File: config.mk
export PLATFORM = sky130hd
export DESIGN_NAME = sio_regbank
export DESIGN_NICKNAME = d
export VERILOG_FILES = /design/src/rtl/sio_pkg.sv /design/src/rtl/sio_rx_hold.sv /design/src/rtl/sio_tx_path.sv /design/src/rtl/sio_irq_comb.sv /design/src/rtl/sio_regbank.sv
export SDC_FILE = /design/constraint.sdc
export NUM_CORES = 1
export LEC_CHECK = 0
export ABC_AREA = 1
export ABC_CLOCK_PERIOD_IN_PS = 1200
export BUFFER_PORTS_ARGS = -buffer_cell sky130_fd_sc_hd__clkbuf_2
export CAP_MARGIN = 20
export CORE_UTILIZATION = 43
export DETAILED_ROUTE_END_ITERATION = 7
export PLACE_DENSITY_LB_ADDON = 0.12
export SETUP_SLACK_MARGIN = 0.3
export SLEW_MARGIN = 20
export SYNTH_ARGS = -nofsm -noshare
export SYNTH_HDL_FRONTEND = slang
export SYNTH_SLANG_ARGS = --single-unit
File: constraint.sdc
create_clock -name clk -period 1.2 [get_ports clk]
set_input_delay 0.24 -clock clk [delete_from_list [all_inputs] [get_ports clk]]
set_output_delay 0.24 -clock clk [all_outputs]
set_load 0.02 [all_outputs]
File: src/rtl/sio_pkg.sv
package sio_pkg;

    localparam int unsigned REG_W = 16;

    // word indices (byte address >> 2)
    localparam int unsigned IX_RXD   = 'h00;
    localparam int unsigned IX_TXD   = 'h10;
    localparam int unsigned IX_CTL1  = 'h20;
    localparam int unsigned IX_CTL2  = 'h21;
    localparam int unsigned IX_CTL3  = 'h22;
    localparam int unsigned IX_CTL4  = 'h23;
    localparam int unsigned IX_FIFO  = 'h24;
    localparam int unsigned IX_STS1  = 'h25;
    localparam int unsigned IX_STS2  = 'h26;
    localparam int unsigned IX_BINC  = 'h29;
    localparam int unsigned IX_MOD   = 'h2A;
    localparam int unsigned IX_BCNT  = 'h2B;
    localparam int unsigned IX_MSEC  = 'h2C;
    localparam int unsigned IX_TEST  = 'h2D;

    // bit positions
    localparam int unsigned B_RX_CHRDY = 15;
    localparam int unsigned B_RX_ERR   = 14;
    localparam int unsigned B_RX_FRM   = 12;
    localparam int unsigned B_RX_BRK   = 11;
    localparam int unsigned B_S1_TRDY  = 13;
    localparam int unsigned B_S1_RRDY  = 9;
    localparam int unsigned B_S2_TXE   = 14;
    localparam int unsigned B_S2_TXDONE = 3;
    localparam int unsigned B_S2_BRKDET = 2;
    localparam int unsigned B_S2_RDR   = 0;
    localparam int unsigned B_C1_TXEEN = 6;
    localparam int unsigned B_C2_SRST  = 0;
    localparam int unsigned B_C2_TXEN  = 2;
    localparam int unsigned B_TS_RXE   = 5;

    // reset values and masks
    localparam logic [REG_W-1:0] S1_RST    = 16'h6040;
    localparam logic [REG_W-1:0] S2_RST    = 16'h4028;
    localparam logic [REG_W-1:0] TEST_RST  = 16'h0060;
    localparam logic [REG_W-1:0] C2_RST    = 16'h0001;
    localparam logic [REG_W-1:0] C3_RST    = 16'h0700;
    localparam logic [REG_W-1:0] BCNT_RST  = 16'h0004;
    localparam logic [REG_W-1:0] RXBUF_RST = 16'h4000;
    localparam logic [REG_W-1:0] BRK_WORD  = 16'h5800;
    localparam logic [REG_W-1:0] S1_W1C    = 16'h9DB0;
    localparam logic [REG_W-1:0] S2_W1C    = 16'h9DD6;
    localparam logic [REG_W-1:0] IRQ1_SEL  = 16'h2200;
    localparam logic [REG_W-1:0] IRQ2_C4   = 16'h0009;

    typedef enum logic {RX_EMPTY, RX_FULL} rx_state_e;
    typedef enum logic {TX_IDLE, TX_SEND} tx_state_e;

endpackage

File: src/rtl/sio_rx_hold.sv
module sio_rx_hold
    import sio_pkg::*;
#(
    parameter int BYTE_W = 8
) (
    input  logic              clk,
    input  logic              rst_n,
    input  logic              soft_rst,
    input  logic              rx_valid,
    input  logic [BYTE_W-1:0] rx_byte,
    input  logic              brk_evt,
    input  logic              take,
    output logic              full,
    output logic [REG_W-1:0]  hold,
    output logic              brk_load
);

    rx_state_e          state_q, state_d;
    logic [REG_W-1:0]   hold_q, hold_d;
    logic               load_now;

    always_comb begin
        state_d  = state_q;
        hold_d   = hold_q;
        load_now = 1'b0;
        unique case (state_q)
            RX_EMPTY: begin
                if (brk_evt) begin
                    state_d  = RX_FULL;
                    hold_d   = BRK_WORD;
                    load_now = 1'b1;
                end else if (rx_valid) begin
                    state_d  = RX_FULL;
                    hold_d   = {{(REG_W-BYTE_W){1'b0}}, rx_byte};
                    load_now = 1'b1;
                end
            end
            RX_FULL: begin
                if (brk_evt) begin
                    hold_d   = BRK_WORD;
                    load_now = 1'b1;
                end else if (take) begin
                    state_d  = RX_EMPTY;
                end
            end
        endcase
    end

    always_ff @(posedge clk or negedge rst_n) begin
        if (!rst_n) begin
            state_q <= RX_EMPTY;
            hold_q  <= RXBUF_RST;
        end else if (soft_rst) begin
            state_q <= RX_EMPTY;
            hold_q  <= RXBUF_RST;
        end else begin
            state_q <= state_d;
            hold_q  <= hold_d;
        end
    end

    always_comb begin
        full     = (state_q == RX_FULL);
        hold     = hold_q;
        brk_load = load_now && hold_d[B_RX_BRK] && !soft_rst;
    end


    rx_accept_chk: assert property (@(posedge clk) disable iff (!rst_n)
        (!full && rx_valid && !brk_evt && !soft_rst)
        |=> (full && hold[BYTE_W-1:0] == $past(rx_byte)));


    rx_full_keep_chk: assert property (@(posedge clk) disable iff (!rst_n)
        (full && rx_valid && !brk_evt && !take && !soft_rst)
        |=> (full && $stable(hold)));


    rx_break_chk: assert property (@(posedge clk) disable iff (!rst_n)
        (brk_evt && !soft_rst) |=> (full && hold == BRK_WORD));


    rx_take_chk: assert property (@(posedge clk) disable iff (!rst_n)
        (full && take && !brk_evt) |=> !full);

endmodule

File: src/rtl/sio_tx_path.sv
module sio_tx_path
    import sio_pkg::*;
#(
    parameter int BYTE_W = 8
) (
    input  logic              clk,
    input  logic              rst_n,
    input  logic              soft_rst,
    input  logic              send,
    input  logic [BYTE_W-1:0] wbyte,
    output logic              line_valid,
    output logic [BYTE_W-1:0] line_byte,
    output logic              busy
);

    tx_state_e          state_q, state_d;
    logic [BYTE_W-1:0]  byte_q;

    always_comb begin
        state_d = state_q;
        unique case (state_q)
            TX_IDLE: if (send) state_d = TX_SEND;
            TX_SEND: if (!send) state_d = TX_IDLE;
        endcase
    end

    always_ff @(posedge clk or negedge rst_n) begin
        if (!rst_n) begin
            state_q <= TX_IDLE;
            byte_q  <= '0;
        end else if (soft_rst) begin
            state_q <= TX_IDLE;
        end else begin
            state_q <= state_d;
            if (send) byte_q <= wbyte;
        end
    end

    always_comb begin
        line_valid = (state_q == TX_SEND);
        busy       = (state_q == TX_SEND);
        line_byte  = byte_q;
    end


    tx_emit_chk: assert property (@(posedge clk) disable iff (!rst_n)
        (send && !soft_rst) |=> (line_valid && line_byte == $past(wbyte)));


    tx_restore_chk: assert property (@(posedge clk) disable iff (!rst_n)
        (line_valid && !send) |=> !line_valid);

endmodule

File: src/rtl/sio_irq_comb.sv
module sio_irq_comb
    import sio_pkg::*;
(
    input  logic [REG_W-1:0] sts1,
    input  logic [REG_W-1:0] sts2,
    input  logic [REG_W-1:0] ctl1,
    input  logic [REG_W-1:0] ctl4,
    output logic             irq
);

    logic [REG_W-1:0] term1, mask2, term2;

    always_comb begin
        term1 = sts1 & ctl1 & IRQ1_SEL;
        mask2 = ctl4 & IRQ2_C4;
        if (ctl1[B_C1_TXEEN]) mask2[B_S2_TXE] = 1'b1;
        term2 = sts2 & mask2;
        irq   = (|term1) || (|term2);
    end

endmodule

File: src/rtl/sio_regbank.sv
module sio_regbank
    import sio_pkg::*;
#(
    parameter int ADDR_W = 12,
    parameter int BUS_W  = 32,
    parameter int BYTE_W = 8
) (
    input  logic              clk,
    input  logic              rst_n,
    input  logic              bus_wr,
    input  logic              bus_rd,
    input  logic [ADDR_W-1:0] bus_addr,
    input  logic [BUS_W-1:0]  bus_wdata,
    output logic [BUS_W-1:0]  bus_rdata,
    output logic              line_tx_valid,
    output logic [BYTE_W-1:0] line_tx_byte,
    input  logic              line_rx_valid,
    input  logic [BYTE_W-1:0] line_rx_byte,
    input  logic              line_brk,
    output logic              irq
);

    localparam int IDX_W = ADDR_W - 2;

    logic [IDX_W-1:0] idx;
    logic [REG_W-1:0] wlo;
    logic             unused_bits;

    assign idx         = bus_addr[ADDR_W-1:2];
    assign wlo         = bus_wdata[REG_W-1:0];
    assign unused_bits = ^{bus_addr[1:0], bus_wdata[BUS_W-1:REG_W]};

    function automatic logic at(input logic [IDX_W-1:0] a, input int unsigned ix);
        return a == IDX_W'(ix);
    endfunction

    logic [REG_W-1:0] ctl1_q, ctl2_q, ctl3_q, ctl4_q;
    logic [REG_W-1:0] fifo_q, msec_q, mod_q, bcnt_q;
    logic [REG_W-1:0] sts1_q, sts2_q;
    logic [REG_W-1:0] sts1_v, sts2_v, test_v, rxd_v, rd_mux;
    logic [BUS_W-1:0] rdata_q;

    logic soft_rst, rx_take, tx_send;
    logic rx_full, tx_busy, brk_load;
    logic [REG_W-1:0] rx_hold;

    assign soft_rst = bus_wr && at(idx, IX_CTL2) && !bus_wdata[B_C2_SRST];
    assign rx_take  = bus_rd && at(idx, IX_RXD);
    assign tx_send  = bus_wr && at(idx, IX_TXD) && ctl2_q[B_C2_TXEN];

    sio_rx_hold #(.BYTE_W(BYTE_W)) u_rx (
        .clk      (clk),
        .rst_n    (rst_n),
        .soft_rst (soft_rst),
        .rx_valid (line_rx_valid),
        .rx_byte  (line_rx_byte),
        .brk_evt  (line_brk),
        .take     (rx_take),
        .full     (rx_full),
        .hold     (rx_hold),
        .brk_load (brk_load)
    );

    sio_tx_path #(.BYTE_W(BYTE_W)) u_tx (
        .clk        (clk),
        .rst_n      (rst_n),
        .soft_rst   (soft_rst),
        .send       (tx_send),
        .wbyte      (bus_wdata[BYTE_W-1:0]),
        .line_valid (line_tx_valid),
        .line_byte  (line_tx_byte),
        .busy       (tx_busy)
    );

    // live status views: dynamic bits come from the two machines
    always_comb begin
        sts1_v                = sts1_q;
        sts1_v[B_S1_TRDY]     = !tx_busy;
        sts1_v[B_S1_RRDY]     = rx_full;
        sts2_v                = sts2_q;
        sts2_v[B_S2_TXDONE]   = !tx_busy;
        sts2_v[B_S2_RDR]      = rx_full;
        test_v                = TEST_RST;
        test_v[B_TS_RXE]      = !rx_full;
        rxd_v                 = rx_hold;
        rxd_v[B_RX_CHRDY]     = rx_hold[B_RX_CHRDY] | rx_full;
    end

    sio_irq_comb u_irq (
        .sts1 (sts1_v),
        .sts2 (sts2_v),
        .ctl1 (ctl1_q),
        .ctl4 (ctl4_q),
        .irq  (irq)
    );

    // register writes
    always_ff @(posedge clk or negedge rst_n) begin
        if (!rst_n) begin
            ctl1_q <= '0;
            ctl2_q <= C2_RST;
            ctl3_q <= C3_RST;
            ctl4_q <= '0;
            fifo_q <= '0;
            msec_q <= '0;
            mod_q  <= '0;
            bcnt_q <= BCNT_RST;
            sts1_q <= S1_RST;
            sts2_q <= S2_RST;
        end else if (soft_rst) begin
            ctl1_q <= '0;
            ctl2_q <= wlo | C2_RST;
            ctl3_q <= C3_RST;
            mod_q  <= '0;
            bcnt_q <= BCNT_RST;
            sts1_q <= S1_RST;
            sts2_q <= S2_RST;
        end else begin
            if (bus_wr && at(idx, IX_CTL1)) ctl1_q <= wlo;
            if (bus_wr && at(idx, IX_CTL2)) ctl2_q <= wlo;
            if (bus_wr && at(idx, IX_CTL3)) ctl3_q <= wlo;
            if (bus_wr && at(idx, IX_CTL4)) ctl4_q <= wlo;
            if (bus_wr && at(idx, IX_FIFO)) fifo_q <= wlo;
            if (bus_wr && at(idx, IX_MSEC)) msec_q <= wlo;
            if (bus_wr && at(idx, IX_MOD))  mod_q  <= wlo;
            if (bus_wr && at(idx, IX_BINC)) bcnt_q <= wlo;
            if (bus_wr && at(idx, IX_STS1)) sts1_q <= sts1_q & ~(wlo & S1_W1C);
            sts2_q <= ((bus_wr && at(idx, IX_STS2)) ? (sts2_q & ~(wlo & S2_W1C)) : sts2_q)
                      | (brk_load ? (REG_W'(1) << B_S2_BRKDET) : '0);
        end
    end

    // read mux and one-cycle read register
    always_comb begin
        rd_mux = '0;
        case (idx)
            IDX_W'(IX_RXD):  rd_mux = rxd_v;
            IDX_W'(IX_CTL1): rd_mux = ctl1_q;
            IDX_W'(IX_CTL2): rd_mux = ctl2_q;
            IDX_W'(IX_CTL3): rd_mux = ctl3_q;
            IDX_W'(IX_CTL4): rd_mux = ctl4_q;
            IDX_W'(IX_FIFO): rd_mux = fifo_q;
            IDX_W'(IX_STS1): rd_mux = sts1_v;
            IDX_W'(IX_STS2): rd_mux = sts2_v;
            IDX_W'(IX_MOD):  rd_mux = mod_q;
            IDX_W'(IX_BCNT): rd_mux = bcnt_q;
            IDX_W'(IX_MSEC): rd_mux = msec_q;
            IDX_W'(IX_TEST): rd_mux = test_v;
            default:         rd_mux = '0;
        endcase
    end

    always_ff @(posedge clk or negedge rst_n) begin
        if (!rst_n)      rdata_q <= '0;
        else if (bus_rd) rdata_q <= {{(BUS_W-REG_W){1'b0}}, rd_mux};
    end

    assign bus_rdata = rdata_q;


    ctl2_srst_chk: assert property (@(posedge clk) disable iff (!rst_n)
        (bus_wr && at(idx, IX_CTL2)) |=> ctl2_q[B_C2_SRST]);


    soft_rst_sts_chk: assert property (@(posedge clk) disable iff (!rst_n)
        soft_rst |=> (sts1_q == S1_RST && !rx_full && ctl1_q == '0));


    bcnt_port_chk: assert property (@(posedge clk) disable iff (!rst_n)
        (bus_wr && at(idx, IX_BINC)) |=> (bcnt_q == $past(wlo)));


    irq_ready_chk: assert property (@(posedge clk) disable iff (!rst_n)
        (sts1_v[B_S1_TRDY] && ctl1_q[B_S1_TRDY]) |-> irq);


    irq_quiet_chk: assert property (@(posedge clk) disable iff (!rst_n)
        (ctl1_q == '0 && ctl4_q == '0) |-> !irq);


    sts1_w1c_chk: assert property (@(posedge clk) disable iff (!rst_n)
        (bus_wr && at(idx, IX_STS1) && !soft_rst)
        |=> ((sts1_q & ~S1_W1C) == ($past(sts1_q) & ~S1_W1C)));

endmodule

==> results of run 1 <==
-- power groups by stage --
stage / combinational (mW) / sequential, mW / clock, mW
after floorplan: 0.409 / 6.43 / 0
after global routing: 1.59 / 6.36 / 6.25
after CTS: 1.29 / 6.33 / 5.91
final: 1.55 / 6.35 / 6.10
after detailed placement: 0.973 / 6.44 / 0
after global placement: 0.969 / 6.44 / 0
-- area by class of cell --
class                           instances  area (um2)  share of cell area (%)
Sequential cell                       184        4620                    28.4
Clock buffer                           18         429                    2.64
Multi-Input combinational cell        783        5930                    36.4
Timing Repair Buffer                  352        4460                    27.4
Clock inverter                         14         163                    1.00
Tap cell                              270         338                    2.08
Inverter                               72         333                    2.05
-- flip-flops by register name, indices dropped and copies added, names as in the netlist --
signal and flops:
bcnt_q 16, bus_rdata 16, ctl1_q 16, ctl2_q 16, ctl3_q 16, ctl4_q 16
fifo_q 16, mod_q 16, msec_q 16, sts2_q 11, u_rx.hold 11, sts1_q 8
u_tx.line_byte 8, u_rx.full 1, u_tx.busy 1
-- Yosys cell counts (all sizes together) --
| cell type | n |
|---|---|
| nand2 | 272 |
| nand3 | 190 |
| dfrtp | 177 |
| o21ai | 140 |
| nor2 | 90 |
| inv | 70 |
| buf | 50 |
| nand4 | 41 |
| clkbuf | 31 |
| a21oi | 15 |
| o22ai | 8 |
| dfstp | 7 |
| a211oi | 3 |
| clkinv | 2 |
| nor3 | 2 |
| o211a | 2 |
| o211ai | 2 |
| conb | 1 |
| mux2i | 1 |
| nor4 | 1 |
-- worst max path at each step --
| stage | start | endpoint | slack [ns] |
|---|---|---|---|
| floorplan | bus_addr[10] | bus_rdata[8] | -0.14 |
| global placement | bus_addr[9] | bus_rdata[15] | -0.70 |
| detailed placement | bus_addr[9] | bus_rdata[15] | -0.70 |
| CTS | sts2_q[5] | irq | -0.53 |
| global route | ctl1_q[6] | irq | -0.57 |
| finish | ctl1_q[6] | irq | -0.63 |
-- critical path: stages, from the launching register on --
cell	delay (ns)
dfrtp_1	0.40
inv_1	0.16
o211ai_1	0.34
buf_4	0.21
-- repair_timing --
item,in CTS,in global routing
buffers inserted,83,29
resized for setup,530,354
pin swaps,100,75
hold endpoints to repair,164,0
gates cloned,35,3
hold buffers,1,0
endpoints found under the setup margin,210,210
-- kinds of logic (layout without fill, tap and decap cells) --
family | count (synthesis) | after routing | synth area share [%]
buffers and inverters | 153 | 456 | 7.69
DFF | 184 | 184 | 52.0
AOI/OAI and AO/OA | 170 | 170 | 9.96
other | 1 | 16 | 0.0423
and+or+nand+nor | 596 | 596 | 30.2
muxes | 1 | 1 | 0.113
-- metal layers --
metal	global-route usage (%)	vias up	share of wire, %
met2	60.7	1082	41
met5	0	-	0
met1	51.0	5278	34
met4	28.2	0	10
li1	-	4324	-
met3	10.9	439	15
==> run_results.csv, run 1 <==
group,metric,value,unit
floorplan,core-area,20200,um2
synthesis,synth.area.top_cells,"dfrtp_1 (50%), nand2_1 (11%), nand3_1 (11%)",
pwr,leakage,7.63,nW
floorplan,pin_count,100,
worst_setup_path,r2r_setup_slack,-0.31,ns
status,outcome,"finished with violations",
synthesis,yosysUniqueCellTypes,29,
clock_tree,cts_buffers,17,
synthesis,netlist_area,8870,um2
worst_setup_path,worstPathArrival,1.59,ns
pwr,switching_power,4.02,mW
synthesis,postSynthAreaPerCell,8.03,um2
sta,final.min_clock_period,1.83,ns
drt,viasPerCell,6.57,
pwr,ir_drop,0.000766,V
global_routing,grt_pass1_wl,62.9,mm
sta,worstMarginPinSlew,0.690,ns
worst_hold_path,hold_depth,3,
drt,drt_iter0_markers,1717,
sta,setup_ws,-0.626,ns
global_routing,grt_util_all_layers,40.5,%
drt,vias,11100,
sta,clock_skew,0.0140,ns
place,post-place-ws,-0.698,ns
worst_hold_path,hold_path.class,"input pin to register",
status,violations,"setup timing",
pwr,p_int,9.99,mW
final_layout,area.growth.synth_to_final,83.4,%
drt,wl_per_cell,30.1,um
clock_tree,root_buffer,"clkbuf_16",
sta,fmax,548,MHz
final_layout,diodes,0,
pwr,seqPwrFrac,45.4,%
global_routing,grt_max_degree,36,
sta,finalHoldViolations,0,
synthesis,yosysSeqAreaShare,52.0,%
clock_tree,path_clk_slew,0.08,ns
clock_tree,clockBufferDepth,2,
floorplan,die_y,146,um
worst_setup_path,cp-end-kind,"output pin",
worst_setup_path,cp.required,0.96,ns
worst_setup_path,start_kind,"register",
drt,wirelength,50.9,mm
pwr,comb_power_share,11.1,%
floorplan,start_util,43.8,%
synthesis,ys_ff_latch,184,
place,gp_congestion,0.923,
drt,route.detailed.drc,0,
place,hpwl,23.0,mm
synthesis,yosysWarnings,0,
job,drv_cap,0,
clock_tree,tritoncts,"done",
sta,rsz0062_at_grt,"yes",
final_layout,final_common_cell,"dfrtp_1",
clock_tree,htree_num_levels,4,
floorplan,row_count,52,
sta,fin_hold_ws,0.00681,ns
worst_setup_path,path_class,"register to output pin",
sta,slew_violations,0,
final_layout,utilization,80.4,%
synthesis,syn_inst,1105,
sta,relSlewSlack,53.9,%
pwr,swShare,28.7,%
synthesis,yosysTopAreaCellShare,49.9,%
clock_tree,cts_sinks,184,
global_routing,overflow,0,
place,placed_cells,1510,
sta,period_share,152,%
final_layout,fin_area,16300,um2
final_layout,nNetsFinal,1468,
drt,firstDrtPassIters,7,
drt,ant_nets,0,
floorplan,die_x,146,um
clock_tree,clk_latency,0.48,ns
pwr,power.density,861,nW/um2
worst_setup_path,worst-path-max-fanout,2,
sta,finalSetupViolations,208,
final_layout,drive_above_1_share,58.5,%
worst_setup_path,reg2reg_to,"u_tx.line_byte[0]",
global_routing,antenna_found_initial,0,
worst_hold_path,worstHoldEndpoint,"u_rx.hold[1]",
worst_setup_path,r2r_start,"ctl2_q[2]",
place,placed_cell_area,10600,um2
global_routing,grt_pass1_vias,10200,
final_layout,fill_cells,997,
synthesis,synth_area_leader_cell,"dfrtp_1",
place,numPortBuffers,65,
sta,finalSetupTns,-30.28,ns
worst_setup_path,reg2reg_depth,6,
pwr,p_clk_share,43.6,%
worst_hold_path,min_from,"line_rx_byte[1]",
final_layout,mostFrequentLayoutCells,"dfrtp_1 (173), nand2_1 (126), buf_4 (116)",
pwr,p_total,14.0,mW
floorplan,die_area,21200,um2
final_layout,fin_cells,1693,
Power figures use the tool's default switching activity.
==> inputs of run 2 (changes only) <==
Settings changed: RECOVER_POWER set to 50.
==> run 2 against run 1 <==
  * The flow still finishes with violations (setup timing)
  * Die area unchanged
  * Global-route usage unchanged
  * Wire length about the same
  * Total power decreased by 0.12%
  * Non-clock buffer count unchanged
  * Final cell count about the same
  * Register-to-register slack got worse by 0.02 ns
  * Core utilization decreased by 0.14 points
  * Clock-buffer cell count unchanged
  * Sequential share of layout area about the same
  * Clock power about the same
  * Flip-flop and latch count unchanged
  * Critical endpoint unchanged
  * Largest power group unchanged
==> run_results.csv, run 2 (synthesized netlist as in run 1, its figures left out) <==
group,metric,value,unit
final_layout,area.growth.synth_to_final,83.1,%
sta,fmax,554,MHz
final_layout,mostFrequentLayoutCells,"dfrtp_1 (173), nand2_1 (126), buf_4 (113)",
clock_tree,tritoncts,"done",
place,gp_congestion,0.923,
clock_tree,cts_sinks,184,
status,violations,"setup timing",
sta,final.min_clock_period,1.81,ns
floorplan,core-area,20200,um2
floorplan,die_y,146,um
final_layout,fin_cells,1694,
clock_tree,cts_buffers,17,
floorplan,die_x,146,um
clock_tree,htree_num_levels,4,
worst_setup_path,worstPathArrival,1.57,ns
place,numPortBuffers,65,
floorplan,row_count,52,
worst_setup_path,start_kind,"register",
place,hpwl,23.0,mm
final_layout,utilization,80.3,%
floorplan,die_area,21200,um2
place,post-place-ws,-0.698,ns
global_routing,overflow,0,
clock_tree,clockBufferDepth,2,
sta,period_share,151,%
sta,setup_ws,-0.606,ns
job,drv_cap,0,
drt,firstDrtPassIters,7,
sta,finalSetupViolations,208,
sta,worstMarginPinSlew,0.800,ns
pwr,leakage,7.62,nW
drt,wl_per_cell,30.0,um
global_routing,grt_pass1_vias,10200,
drt,vias,11100,
clock_tree,path_clk_slew,0.08,ns
sta,slew_violations,0,
global_routing,antenna_found_initial,0,
global_routing,grt_util_all_layers,40.5,%
sta,finalHoldViolations,0,
worst_setup_path,worst-path-max-fanout,2,
final_layout,final_common_cell,"dfrtp_1",
floorplan,pin_count,100,
status,outcome,"finished with violations",
sta,relSlewSlack,46.7,%
final_layout,nNetsFinal,1468,
drt,route.detailed.drc,0,
worst_setup_path,r2r_setup_slack,-0.33,ns
worst_setup_path,cp-end-kind,"output pin",
final_layout,drive_above_1_share,58.5,%
global_routing,grt_max_degree,36,
worst_setup_path,cp.required,0.96,ns
sta,clock_skew,0.0133,ns
drt,wirelength,50.9,mm
drt,drt_iter0_markers,1636,
drt,ant_nets,0,
sta,rsz0062_at_grt,"yes",
drt,viasPerCell,6.57,
clock_tree,root_buffer,"clkbuf_16",
floorplan,start_util,43.8,%
clock_tree,clk_latency,0.47,ns
pwr,ir_drop,0.000760,V
global_routing,grt_pass1_wl,62.9,mm
worst_hold_path,hold_path.class,"input pin to register",
sta,fin_hold_ws,0.0104,ns
place,placed_cells,1510,
worst_setup_path,path_class,"register to output pin",
pwr,power.density,861,nW/um2
-- run 2: what timing repair did --
item                       CTS  global route
gates cloned                35             3
hold buffers                 1             0
hold endpoints to repair   164             0
resized for setup          530           354
buffers inserted            83            29
setup endpoints to repair  210           210
pin swaps                  100            75
-- run 2: where the power goes --
group	internal (mW)	switching [mW]	leakage, nW	total (mW)
combinational	0.570	0.968	4.89	1.54
clock	3.13	2.97	0.275	6.10
sequential	6.28	0.0744	2.46	6.35
total	9.98	4.01	7.62	14.0
-- run 2: metal layers --
metal  vias to the layer above  global-route usage (%)  wire, um
met2                      1124                    60.7     21200
met3                       447                    10.9      7570
met5                         -                       0         0
li1                       4317                       -         -
met4                         0                    28.2      5120
met1                      5236                    51.0     16900
-- run 2: path summary, 6_finish.rpt --
check	startpoint	to	depth (start not counted)
setup / recovery	ctl1_q[6]	irq	3
hold / removal	line_rx_byte[1]	u_rx.hold[1]	3
setup reg to reg	ctl2_q[2]	u_tx.line_byte[0]	6
hold reg to reg	bus_rdata[9]	bus_rdata[9]	2
max in group asynchronous	rst_n	u_rx.hold[14]	3
min in group asynchronous	rst_n	bus_rdata[6]	2
-- run 2: stage by stage --
step | power, mW | TNS, ns | area, um2
after global routing | 14.2 | -36.30 | 16200
after floorplan | 6.84 | -13.04 | 9230
after global placement | 7.41 | -81.35 | 10600
after detailed placement | 7.41 | -84.38 | 10600
final | 14.0 | -32.45 | 16200
after CTS | 13.5 | -7.58 | 14700
-- run 2: final cells by class --
cell class                 count  area, um2
timing repair buffer         352       4430
multi-input combinational    783       5930
inverter                      72        333
tap                          270        338
clock inverter                14        163
sequential                   184       4620
clock buffer                  18        429
antenna                        1       2.50
fill                        1002       3990
-- run 2: worst max-delay path: stages (launching register included) --
cell and delay, ns:
dfrtp_1 0.41, inv_1 0.16, o211ai_1 0.32, buf_4 0.21
==> inputs of run 3 (changes only) <==
==> constraint.sdc (replaced) <==
create_clock -name clk -period 1.2 [get_ports clk]
set_input_delay 0.12 -clock clk [delete_from_list [all_inputs] [get_ports clk]]
set_output_delay 0.12 -clock clk [all_outputs]
set_load 0.02 [all_outputs]
==> run 3 against run 2 <==
  * Total power decreased by 0.44%
  * Flip-flop and latch count unchanged
  * Non-clock buffer count decreased by 23
  * Global-route usage decreased by 4.8 points
  * Register-to-register slack improved by 0.09 ns
  * The flow still finishes with violations (setup timing)
  * Clock power increased by 3%
==> run_results.csv, run 3 (synthesized netlist as in run 1, its figures left out) <==
group,metric,value,unit
worst_setup_path,cp.required,1.08,ns
floorplan,row_count,52,
global_routing,grt_pass1_wl,56.6,mm
sta,final.min_clock_period,1.70,ns
final_layout,nNetsFinal,1445,
global_routing,grt_pass1_vias,9336,
status,violations,"setup timing",
global_routing,grt_max_degree,44,
sta,finalHoldViolations,0,
worst_hold_path,hold_path.class,"input pin to register",
global_routing,overflow,0,
final_layout,final_common_cell,"dfrtp_1",
global_routing,busiest_layer,"met2",
final_layout,area.sequential,4610,um2
final_layout,fin_area,15300,um2
worst_setup_path,crit_path_max_incr_delay,0.46,ns
drt,wl_per_cell,25.5,um
sta,setup_ws,-0.497,ns
pwr,p_total,13.9,mW
drt,route.detailed.drc,0,
floorplan,die_x,146,um
clock_tree,htree_num_levels,4,
final_layout,diodes,0,
worst_setup_path,path_buf_inv,1,
global_routing,grt_use_met2,55.3,%
clock_tree,path_clk_slew,0.08,ns
worst_setup_path,cp-end-kind,"output pin",
sta,worstMarginPinSlew,1.09,ns
worst_setup_path,start_kind,"register",
sta,rsz0062_at_grt,"yes",
worst_setup_path,worstPathArrival,1.58,ns
place,post-place-ws,-0.510,ns
sta,fmax,589,MHz
drt,firstDrtPassIters,5,
global_routing,grt_use_met1,46.6,%
sta,clock_skew,0.0177,ns
worst_setup_path,worst-path-max-fanout,3,
pwr,power.density,909,nW/um2
floorplan,core-area,20200,um2
drt,drt_iter0_markers,1213,
place,numPortBuffers,65,
sta,finalSetupViolations,91,
clock_tree,cts_buffers,17,
worst_hold_path,min_from,"line_brk",
drt,wirelength,42.7,mm
place,hpwl,21.3,mm
pwr,leakage,7.23,nW
drt,viasPerCell,6.16,
worst_setup_path,slowest_stage,"dfrtp_1",
clock_tree,root_buffer,"clkbuf_16",
final_layout,area.growth.synth_to_final,72.7,%
floorplan,die_y,146,um
sta,finalSetupTns,-3.73,ns
sta,slew_violations,0,
place,placed_cell_area,10400,um2
worst_setup_path,path_class,"register to output pin",
global_routing,grt_util_all_layers,35.7,%
status,outcome,"finished with violations",
drt,vias,10300,
clock_tree,cts_sinks,184,
worst_setup_path,worstPathCellList,"o21ai_0, o211ai_1, buf_4",
global_routing,met3_usage,7.81,%
clock_tree,tritoncts,"done",
floorplan,start_util,43.8,%
final_layout,multi_input_comb_area,5320,um2
clock_tree,clk_latency,0.47,ns
worst_setup_path,cp_top_family,"flip-flops",
clock_tree,clockBufferDepth,2,
pwr,ir_drop,0.00135,V
global_routing,antenna_found_initial,1,
job,drv_cap,0,
sta,relSlewSlack,27.1,%
place,gp_congestion,0.891,
worst_setup_path,setup.worst_path.start,"ctl4_q[0]",
sta,period_share,141,%
floorplan,pin_count,100,
drt,ant_nets,0,
worst_setup_path,r2r_start,"u_rx.full",
final_layout,mostFrequentLayoutCells,"dfrtp_1 (176), nand2_1 (162), nand3_1 (98)",
final_layout,drive_above_1_share,49.1,%
floorplan,die_area,21200,um2
final_layout,fill_cells,1224,
worst_setup_path,r2r_setup_slack,-0.24,ns
-- run 3: cell count changes in the layout (fill, tap and decap cells not counted), sizes merged --
cell	before	now
buf	301	245
clkbuf	65	81
diode	1	0
clkinvlp	6	2
bufbuf	3	0
clkinv	5	9
dlygate4sd3	1	20
inv	73	74
-- run 3: final timing paths --
check                           cells after the start            end
max in group asynchronous                           3      bcnt_q[2]
worst min register to register                      2      msec_q[8]
worst min-delay path                                3  u_rx.hold[14]
worst max register to register                      8   bus_rdata[0]
worst max-delay path                                3            irq
min in group asynchronous                           2      sts1_q[7]
-- run 3: worst reg2reg max path, cell delays in order (launching register included) --
cell and delay (ns):
dfrtp_2 0.49, buf_6 0.17, buf_6 0.11, nand3_2 0.08, nand2_4 0.07, nor2_4 0.11, nand3_2 0.15, nand2_1 0.10
nand2_1 0.05
-- run 3: routing by layer --
metal  up-vias  part of all wire [%]
met1      5005                    37
met4         0                   8.1
met3       257                    11
met5         -                     0
li1       4254                     -
met2       769                    45
-- run 3: area by class of cell --
cell class | count | area share (%)
multi-input cells | 783 | 34.7
flip-flops and latches | 184 | 30.1
repair buffers | 329 | 26.8
clock buffers | 17 | 2.78
well taps | 270 | 2.20
inverters | 72 | 2.00
clock inverters | 15 | 1.36
-- run 3: report_power, final --
group          total (mW)  switching (mW)  internal (mW)
logic                1.31           0.837          0.475
clock network        6.27            3.06           3.21
registers            6.34          0.0649           6.28
total                13.9            3.96           9.97
-- run 3: per-stage QoR --
step | hold WS, ns | std cells | util, %
floorplan | -0.176 | 1120 | -
global placement | 0.0639 | 1487 | 51.2
CTS | 0.00655 | 1628 | 68.3
global route | 0.0204 | 1670 | 75.7
detailed placement | 0.0629 | 1487 | 51.2
finish | 0.00902 | 1670 | 75.7
-- run 3: repair_timing --
| item | 4_1_cts | 5_1_grt |
|---|---|---|
| hold buffers | 20 | 0 |
| setup buffers | 63 | 33 |
| endpoints found under the hold margin | 206 | 0 |
| cloned | 26 | 9 |
| gates resized for setup | 420 | 286 |
| setup endpoints to repair | 208 | 209 |
| pin swaps | 90 | 112 |
